===== src/rtl/bsram_pkg.sv =====
package bsram_pkg;

    // Kind of array access issued in a given cycle.
    typedef enum logic [1:0] {
        BEAT_NONE  = 2'd0,
        BEAT_READ  = 2'd1,
        BEAT_WRITE = 2'd2
    } beat_kind_e;

    // Low two address bits for a beat: linear adds, interleaved XORs.
    function automatic logic [1:0] burst_low(input logic [1:0] start,
                                             input logic [1:0] step,
                                             input logic       interleaved);
        return interleaved ? (start ^ step) : (start + step);
    endfunction

endpackage


===== src/rtl/bsram_burst_seq.sv =====
module bsram_burst_seq
    import bsram_pkg::*;
#(
    parameter int ADDR_W = 6,
    parameter int NBYTES = 4
) (
    input  logic              clk,
    input  logic              rst,
    input  logic [ADDR_W-1:0] addr,
    input  logic              sel_main,
    input  logic              sel_hi,
    input  logic              sel_lo_n,
    input  logic              cpu_strobe,
    input  logic              ctl_strobe,
    input  logic              advance,
    input  logic              write_all,
    input  logic              byte_wr_master,
    input  logic [NBYTES-1:0] byte_en,
    input  logic              order_il,
    input  logic              sleep,
    output beat_kind_e        beat_kind,
    output logic [ADDR_W-1:0] beat_addr,
    output logic [NBYTES-1:0] beat_mask
);

    logic              live_q;
    logic [ADDR_W-1:0] base_q;
    logic [1:0]        cnt_q;

    logic              chip_on;
    logic              strobe_hit;
    logic              step_hit;
    logic [1:0]        cnt_nxt;
    logic [NBYTES-1:0] wr_mask;

    always_comb begin
        chip_on    = sel_main & sel_hi & ~sel_lo_n;
        // processor strobe only counts with the primary enable active
        strobe_hit = ~sleep & (ctl_strobe | (cpu_strobe & sel_main));
        step_hit   = ~sleep & ~strobe_hit & advance & live_q;
        cnt_nxt    = cnt_q + 2'd1;
        wr_mask    = write_all ? {NBYTES{1'b1}} : (byte_wr_master ? byte_en : '0);

        beat_kind = BEAT_NONE;
        beat_addr = addr;
        beat_mask = wr_mask;
        if (strobe_hit && chip_on) begin
            // controller strobe wins a tie and is the only one that writes
            beat_kind = (ctl_strobe && (|wr_mask)) ? BEAT_WRITE : BEAT_READ;
        end else if (step_hit) begin
            beat_addr = {base_q[ADDR_W-1:2], burst_low(base_q[1:0], cnt_nxt, order_il)};
            beat_kind = (|wr_mask) ? BEAT_WRITE : BEAT_READ;
        end
    end

    always_ff @(posedge clk) begin
        if (rst) begin
            live_q <= 1'b0;
            base_q <= '0;
            cnt_q  <= '0;
        end else if (strobe_hit) begin
            live_q <= chip_on;
            if (chip_on) begin
                base_q <= addr;
                cnt_q  <= 2'd0;
            end
        end else if (step_hit) begin
            cnt_q <= cnt_nxt;
        end
    end

endmodule


===== config.mk =====
export PLATFORM = sky130hd
export DESIGN_NAME = bsram_burst_seq
export DESIGN_NICKNAME = d
export VERILOG_FILES = /design/src/rtl/bsram_pkg.sv /design/src/rtl/bsram_burst_seq.sv
export SDC_FILE = /design/constraint.sdc
export NUM_CORES = 1
export LEC_CHECK = 0
export ABC_AREA = 1
export ABC_CLOCK_PERIOD_IN_PS = 1450
export BUFFER_PORTS_ARGS = -buffer_cell sky130_fd_sc_hd__buf_4
export CAP_MARGIN = 20
export CORE_UTILIZATION = 39
export CTS_CLUSTER_SIZE = 12
export DETAILED_ROUTE_END_ITERATION = 10
export GPL_TIMING_DRIVEN = 0
export PLACE_DENSITY_LB_ADDON = 0.2
export SYNTH_ARGS = -nofsm -noshare
export SYNTH_HDL_FRONTEND = slang
export SYNTH_SLANG_ARGS = --single-unit

===== constraint.sdc =====
create_clock -name clk -period 1.45 [get_ports clk]
set_input_delay 0.0725 -clock clk [delete_from_list [all_inputs] [get_ports clk]]
set_output_delay 0.0725 -clock clk [all_outputs]
set_load 0.01 [all_outputs]

==> results.rst, run 1 <==
.. list-table::
   :header-rows: 1

   * - Metric
     - Value
   * - Status
     - completed
   * - Top cells by area in the synthesized netlist
     - sky130_fd_sc_hd__dfxtp_1 29%, sky130_fd_sc_hd__nand2_1 22%, sky130_fd_sc_hd__inv_1 8.5%
   * - Placeable Area
     - 0.00149 mm2
   * - Slew at the pin closest to its max-slew limit
     - 0.210 ns
   * - Source of the worst register-to-register timing path
     - cnt_q[0]
   * - Sink Count
     - 9
   * - Worst hold-check path type
     - primary input to register
   * - Arrival time worst endpoint
     - 1.32 ns
   * - CP Data Required Time
     - 1.38 ns
   * - Count of input and output buffers
     - 33
   * - Unrepaired setup endpoints after global routing
     - yes
   * - CTS tree
     - yes
   * - M1 GR Usage
     - 23.6%
   * - Share of cells above drive strength 1
     - 39.3%
   * - Main combinational cell family by area after synthesis
     - simple AND/OR/NAND/NOR gates
   * - Total of fill cells in the finished design
     - 149
   * - DRC violations left
     - 0
   * - Synth Register Bits
     - 9
   * - Met3 Track Usage GR
     - 6.96%
   * - Pin count of the biggest net entering global routing
     - 11
   * - Initial antenna violation count
     - 0
   * - Max capacitance violation total
     - 0
   * - CP top delay family
     - flip-flops
   * - Minimum clock period
     - 1.40 ns
   * - Highest clock rate
     - 716 MHz
   * - Met2 Resource Use GR
     - 30.6%
   * - Post-synthesis compound-gate area fraction
     - 12.1%
   * - Synth Area in Simple Gates
     - 45.3%
   * - Clock root buffer
     - sky130_fd_sc_hd__clkbuf_4
   * - Total clock buffers created by CTS
     - 3
   * - Die Outline Area
     - 0.00176 mm2
   * - Cell area after layout
     - 968 um2
   * - Crit Reg-Reg Endpoint
     - cnt_q[1]
   * - I/O pin count
     - 34
   * - Final net count
     - 164
   * - Weighted congestion reported at the end of routability-driven placement
     - 0.712
   * - Synthesized-area fraction occupied by xor and xnor cells
     - 1.41%
   * - Overall die height
     - 41.9 um
   * - Mean post-synth cell area
     - 6.16 um2
   * - Buffers from clock root to sink, at most
     - 2
   * - Mapped Area
     - 622 um2
   * - Floorplan row count
     - 14
   * - Final Hold Viols
     - 0
   * - Smallest hold slack
     - 0.0409 ns
   * - Critical path capture point type
     - output pin
   * - Cell leakage power
     - 0.515 nW
   * - Pre-CTS WS
     - 0.230 ns
   * - Worst Hold Launch
     - addr[5]
   * - Effective utilization at floorplan
     - 41.8%
   * - Mux contribution to synthesized area
     - 0%
   * - Kind of start point of the critical path
     - register
   * - Antenna cell count
     - 0
   * - Ratio of final minimum period to clock period
     - 96.3%
   * - Number of setup violations in the final report
     - 0
   * - Number of vias per cell after detailed routing
     - 4.63
   * - Clock latency on the worst-skew pair
     - 0.27 ns
   * - Yosys top cell area share
     - 29.0%
   * - Most Crowded Layer GR
     - met2
   * - Proportion of synthesized chip area in sequential cells
     - 29.0%
   * - Die Wd
     - 41.9 um
   * - Global route total overflow
     - 0
   * - Number of buffers and inverters on the critical path
     - 3
   * - Placed Cells
     - 150
   * - Hold-critical path depth
     - 3
   * - Worst-path fanout max
     - 3
   * - Synthesis Warnings
     - 0
   * - Min-Delay Endpoint
     - base_q[5]
   * - Filler-free cell count of the finished design
     - 156
   * - Final count of pins violating max slew
     - 0
   * - Post-Place Cell Area
     - 890 um2
   * - Avg WL per Cell
     - 9.40 um
   * - Post-Route Skew
     - 0.00868 ns
   * - Post-route setup slack
     - 0.0538 ns
   * - H-tree levels
     - 1
   * - IR Drop Worst-Case VDD
     - 0.000658 V
   * - Routed vias
     - 723
   * - Logic depth of the worst register-to-register path
     - 5
   * - Global-route wire length before repair
     - 2.55 mm
   * - Drt first-iter violations
     - 8
   * - Clock-pin slew on the worst setup and hold paths
     - 0.07 ns
   * - Ordered cell list for the critical path
     - inv_2 > ha_4 > inv_2 > nor2_2 > nand2_1 > nand3_1 > nand3_1 > nand2_1 > buf_6
   * - CP max stage delay
     - 0.34 ns
   * - Post-synthesis net count
     - 124
   * - Drt total wl
     - 1.47 mm
   * - Headroom to the max-slew limit
     - 86.0%
   * - Global Route Usage Sum
     - 18.8%
   * - Dominant cell type by area after synthesis
     - sky130_fd_sc_hd__dfxtp_1
   * - Adder-Cell Fraction of Synth Area
     - 2.01%
   * - Synth cell types
     - 14
   * - Growth of design area from synthesis to finish
     - 55.7%
   * - Critical path class
     - register to output pin
   * - Detailed-router iteration count before antenna repair
     - 4
   * - Number of instances in the synthesized netlist
     - 101
   * - Cell Pwr Density
     - 621 mW/mm2
   * - Via count of the first global-routing pass
     - 595
   * - Critical-path top delay cell
     - sky130_fd_sc_hd__dfxtp_2
   * - Placed wire-length estimate
     - 1.13 mm
   * - Worst setup slack for register-to-register paths
     - 0.47 ns
   * - Antenna viol nets, final
     - 0
sequential cells by signal, indices dropped and copies added (netlist names):
signal and flops:
live_q 1, base_q 6, cnt_q 2
where the power goes:
group / switching, mW / internal [mW]
logic: 0.0687 / 0.0808
registers: 0.00327 / 0.252
clock network: 0.0945 / 0.102
final cells by class:
type / instances / area (um2) / area share, %
Clock inverter: 1 / 5.00 / 0.517
Tap cell: 16 / 20.0 / 2.07
Sequential cell: 9 / 184 / 19.0
Inverter: 14 / 52.6 / 5.43
Buffer: 1 / 11.3 / 1.16
Clock buffer: 3 / 22.5 / 2.33
Multi-Input combinational cell: 77 / 404 / 41.7
Timing Repair Buffer: 35 / 269 / 27.8
worst min-delay path, stage by stage:
cell and delay, ns:
sky130_fd_sc_hd__buf_4 0.08, sky130_fd_sc_hd__o21ai_1 0.05, sky130_fd_sc_hd__nor2_1 0.07
Yosys cell counts (all sizes together):
| cell | count |
|---|---|
| nor2 | 17 |
| o21ai | 10 |
| ha | 1 |
| nand2 | 38 |
| dfxtp | 9 |
| inv | 14 |
| xnor2 | 1 |
| a21oi | 5 |
| buf | 1 |
| nand3 | 5 |
cells by family after synthesis:
logic type,Yosys count
XOR/XNOR,1
buffers and inverters,15
adder cells (fa/ha/maj),1
AO/OA/AOI/OAI,15
flip-flops,9
AND/OR/NAND/NOR,60
layout by cell type, fill, tap and decap left out, types with 3 or more instances in the layout:
cell,instances
sky130_fd_sc_hd__a21oi_1,5
sky130_fd_sc_hd__o21ai_1,8
sky130_fd_sc_hd__nand3_1,3
sky130_fd_sc_hd__inv_1,12
sky130_fd_sc_hd__dfxtp_2,3
sky130_fd_sc_hd__nor2_4,3
sky130_fd_sc_hd__clkbuf_4,3
sky130_fd_sc_hd__buf_4,33
sky130_fd_sc_hd__nand2_1,35
sky130_fd_sc_hd__dfxtp_1,6
sky130_fd_sc_hd__nor2_1,13
what timing repair did:
item / in CTS / in global routing
buffers inserted: 0 / 1
pin swaps: 0 / 4
resized for setup: 2 / 12
endpoints found under the setup margin: 1 / 3
gates cloned: 0 / 0
hold endpoints to repair: 2 / 0
hold buffers: 1 / 0
layer usage:
metal  wire length (um)  up-vias
met3                 78        0
li1                   -      391
met4                  0        0
met5                  0        -
met2                779       18
met1                608      314
how the worst max path moves through the flow:
stage,start,slack (ns),to,depth (start not counted)
detailed placement,cnt_q[0],0.23,beat_addr[1],8
CTS,cnt_q[0],0.003,beat_addr[1],9
floorplan,cnt_q[0],0.39,beat_addr[1],8
finish,cnt_q[0],0.05,beat_addr[1],9
global placement,cnt_q[0],0.26,beat_addr[1],8
global route,cnt_q[0],-0.05,beat_addr[1],10
stage by stage:
stage                     util (%)  setup TNS [ns]  power [mW]
after floorplan                  -               0       0.323
after global placement        59.7               0       0.401
after detailed placement      59.7               0       0.404
after CTS                     62.4               0       0.602
after global routing          65.0         -0.0512       0.648
final                         65.0               0       0.602
(Power assumes the default switching activity.)
==> inputs of run 2 (changes only) <==
--- a/config.mk
+++ b/config.mk
@@ -14,6 +14,7 @@
 export DETAILED_ROUTE_END_ITERATION = 10
 export GPL_TIMING_DRIVEN = 0
 export PLACE_DENSITY_LB_ADDON = 0.2
+export SETUP_SLACK_MARGIN = 0.1
 export SYNTH_ARGS = -nofsm -noshare
 export SYNTH_HDL_FRONTEND = slang
 export SYNTH_SLANG_ARGS = --single-unit
==> results.rst, run 2 (synthesis results as in run 1) <==
.. list-table::
   :header-rows: 1

   * - Metric
     - Value
   * - Status
     - completed
   * - Highest clock rate
     - 726 MHz (+1.4%)
   * - DRC violations left
     - 0 (unchanged)
   * - Critical path capture point type
     - output pin
   * - Global-route wire length before repair
     - 2.70 mm (+5.9%)
   * - Count of input and output buffers
     - 33 (unchanged)
   * - Effective utilization at floorplan
     - 41.8% (unchanged)
   * - Antenna cell count
     - 0 (unchanged)
   * - Critical path class
     - register to output pin
   * - Final sum of negative setup slack
     - 0 ns (unchanged)
   * - Final standard cell utilization of the core
     - 74.3% (+9.2 points)
   * - CP Data Required Time
     - 1.38 ns (about the same)
   * - Die Outline Area
     - 0.00176 mm2 (unchanged)
   * - Final count of pins violating max slew
     - 0 (unchanged)
   * - Initial antenna violation count
     - 0 (unchanged)
   * - Storage element area
     - 184 um2 (unchanged)
   * - CP top delay family
     - simple AND/OR/NAND/NOR gates
   * - Commonest non-fill, non-tap cell in the layout
     - sky130_fd_sc_hd__buf_4
   * - Total clock buffers created by CTS
     - 3 (unchanged)
   * - Unrepaired setup endpoints after global routing
     - yes
   * - Sink Count
     - 9 (unchanged)
   * - Worst setup slack for register-to-register paths
     - 0.28 ns (-0.19 ns)
   * - CTS tree
     - yes
   * - Growth of design area from synthesis to finish
     - 77.9%
   * - Largest register by flop count
     - base_q
   * - Critical path launch point
     - cnt_q[0]
   * - Weighted congestion reported at the end of routability-driven placement
     - 0.712 (unchanged)
   * - Clock root buffer
     - sky130_fd_sc_hd__clkbuf_4
   * - Clock latency on the worst-skew pair
     - 0.26 ns (about the same)
   * - Worst-path fanout max
     - 2 (-1)
   * - Cell leakage power
     - 0.558 nW (+8.3%)
   * - Critical-path top delay cell
     - sky130_fd_sc_hd__dfxtp_2
   * - Ratio of final minimum period to clock period
     - 95.0% (-1.3 points)
   * - H-tree levels
     - 1 (unchanged)
   * - Overall die height
     - 41.9 um (unchanged)
   * - End of the critical path
     - beat_addr[1]
   * - Source of the worst register-to-register timing path
     - live_q
   * - Global Route Usage Sum
     - 19.7% (+1.0 points)
   * - Pre-CTS WS
     - 0.230 ns (unchanged)
   * - Post-Route Skew
     - 0.00562 ns (-0.00307 ns)
   * - Pin count of the biggest net entering global routing
     - 11 (unchanged)
   * - Drt total wl
     - 1.77 mm (+20%)
   * - Placed wire-length estimate
     - 1.13 mm (unchanged)
   * - Share of cells above drive strength 1
     - 51.0% (+12 points)
   * - Multi-input logic area
     - 453 um2 (+12%)
   * - IR Drop Worst-Case VDD
     - 0.000685 V (+4.1%)
   * - Logic depth of the worst register-to-register path
     - 8 (+3)
   * - Total of fill cells in the finished design
     - 120 (-19%)
   * - Floorplan row count
     - 14 (unchanged)
   * - Number of flip-flops under the largest register name
     - 6 (unchanged)
   * - Instance count on the critical path
     - 9 (unchanged)
   * - Clock-pin slew on the worst setup and hold paths
     - 0.06 ns (about the same)
   * - I/O pin count
     - 34 (unchanged)
   * - Number of buffers and inverters on the critical path
     - 3 (unchanged)
   * - Detailed-router iteration count before antenna repair
     - 4 (unchanged)
   * - Largest registers ranked by flip-flop count
     - base_q: 6 flops, cnt_q: 2 flops, live_q: 1 flops
   * - Ordered cell list for the critical path
     - inv_2 > ha_4 > inv_2 > nor2_2 > nand2_1 > nand3_1 > nand3_1 > nand2_1 > buf_6
   * - Cell Pwr Density
     - 560 mW/mm2 (-9.9%)
   * - Via count of the first global-routing pass
     - 638 (+7.2%)
   * - Crit Reg-Reg Endpoint
     - cnt_q[0]
   * - Placeable Area
     - 0.00149 mm2 (unchanged)
   * - Routed vias
     - 778 (+7.6%)
   * - Number of vias per cell after detailed routing
     - 4.83 (+4.3%)
   * - Die Wd
     - 41.9 um (unchanged)
   * - Minimum clock period
     - 1.38 ns (-0.0190 ns)
   * - Final Hold Viols
     - 0 (unchanged)
   * - Avg WL per Cell
     - 11.0 um (+17%)
   * - Drt first-iter violations
     - 10 (+2)
   * - Worst Hold Launch
     - addr[4]
   * - Final net count
     - 169 (+3.0%)
   * - Arrival time worst endpoint
     - 1.30 ns (-0.02 ns)
   * - Worst hold-check path type
     - primary input to register
   * - Max capacitance violation total
     - 0 (unchanged)
   * - Headroom to the max-slew limit
     - 85.8% (-0.21 points)
   * - Post-route setup slack
     - 0.0728 ns (+0.0190 ns)
   * - Kind of start point of the critical path
     - register
   * - Antenna viol nets, final
     - 0 (unchanged)
   * - Commonest cells after routing, fill and taps aside
     - 29 x sky130_fd_sc_hd__buf_4, 23 x sky130_fd_sc_hd__nand2_1, 13 x sky130_fd_sc_hd__nor2_1
   * - Number of setup violations in the final report
     - 0 (unchanged)
   * - Global route total overflow
     - 0 (unchanged)
   * - Buffers from clock root to sink, at most
     - 2 (unchanged)
   * - Slew at the pin closest to its max-slew limit
     - 0.211 ns (+0.00121 ns)
   * - CP max stage delay
     - 0.33 ns (about the same)
run 2: cell type report:
| class | instances | area share, % |
|---|---|---|
| plain buffers | 1 | 1.02 |
| clock buffers | 3 | 2.04 |
| clock inverters | 1 | 0.452 |
| inverters | 14 | 4.75 |
| multi-input cells | 77 | 41.0 |
| flip-flops and latches | 9 | 16.6 |
| well taps | 16 | 1.81 |
| repair buffers | 40 | 32.4 |
run 2: layer usage:
layer  vias to the layer above  part of all wire (%)  track usage [%]
met5                         -                     0                0
met4                         0                     0             3.87
met3                         0                   4.1             6.96
met2                        20                    54             33.1
met1                       354                    41             24.4
li1                        404                     -                -
run 2: report_power, final:
| group | internal, mW | switching, mW | total, mW |
|---|---|---|---|
| clock | 0.102 | 0.0914 | 0.193 |
| combinational | 0.0916 | 0.0781 | 0.170 |
| sequential | 0.253 | 0.00363 | 0.256 |
run 2: worst min-delay path by stage:
stage / to / slack, ns / cells past startpoint
3_3_place_gp: live_q / 0.26 / 2
3_5_place_dp: live_q / 0.26 / 2
5_1_grt: base_q[2] / 0.06 / 3
2_1_floorplan: cnt_q[1] / 0.14 / 1
6_report: base_q[4] / 0.06 / 3
4_1_cts: base_q[5] / 0.04 / 3
run 2: worst register-to-register path, cell delays in order (launching register included):
cell                      delay (ns)
sky130_fd_sc_hd__dfxtp_2        0.36
sky130_fd_sc_hd__nand2_2        0.07
sky130_fd_sc_hd__nor2_4         0.13
sky130_fd_sc_hd__nand2_4        0.08
sky130_fd_sc_hd__buf_6          0.14
sky130_fd_sc_hd__buf_4          0.13
sky130_fd_sc_hd__a21oi_1        0.11
sky130_fd_sc_hd__nand2_1        0.06
sky130_fd_sc_hd__inv_1          0.04
run 2: repair_timing:
action | 4_1_cts | 5_1_grt
gates resized for setup | 9 | 30
pin swaps | 4 | 8
endpoints found under the setup margin | 2 | 8
hold buffers | 1 | 0
setup buffers | 3 | 3
endpoints found under the hold margin | 2 | 0
run 2: through the flow:
step / hold slack [ns] / power (mW) / instances / cell area, um2
6_report: 0.0573 / 0.619 / 161 / 1110
3_3_place_gp: 0.263 / 0.401 / 150 / 890
3_5_place_dp: 0.265 / 0.404 / 150 / 890
4_1_cts: 0.0405 / 0.606 / 158 / 986
2_1_floorplan: 0.142 / 0.323 / 101 / 622
5_1_grt: 0.0609 / 0.664 / 161 / 1110
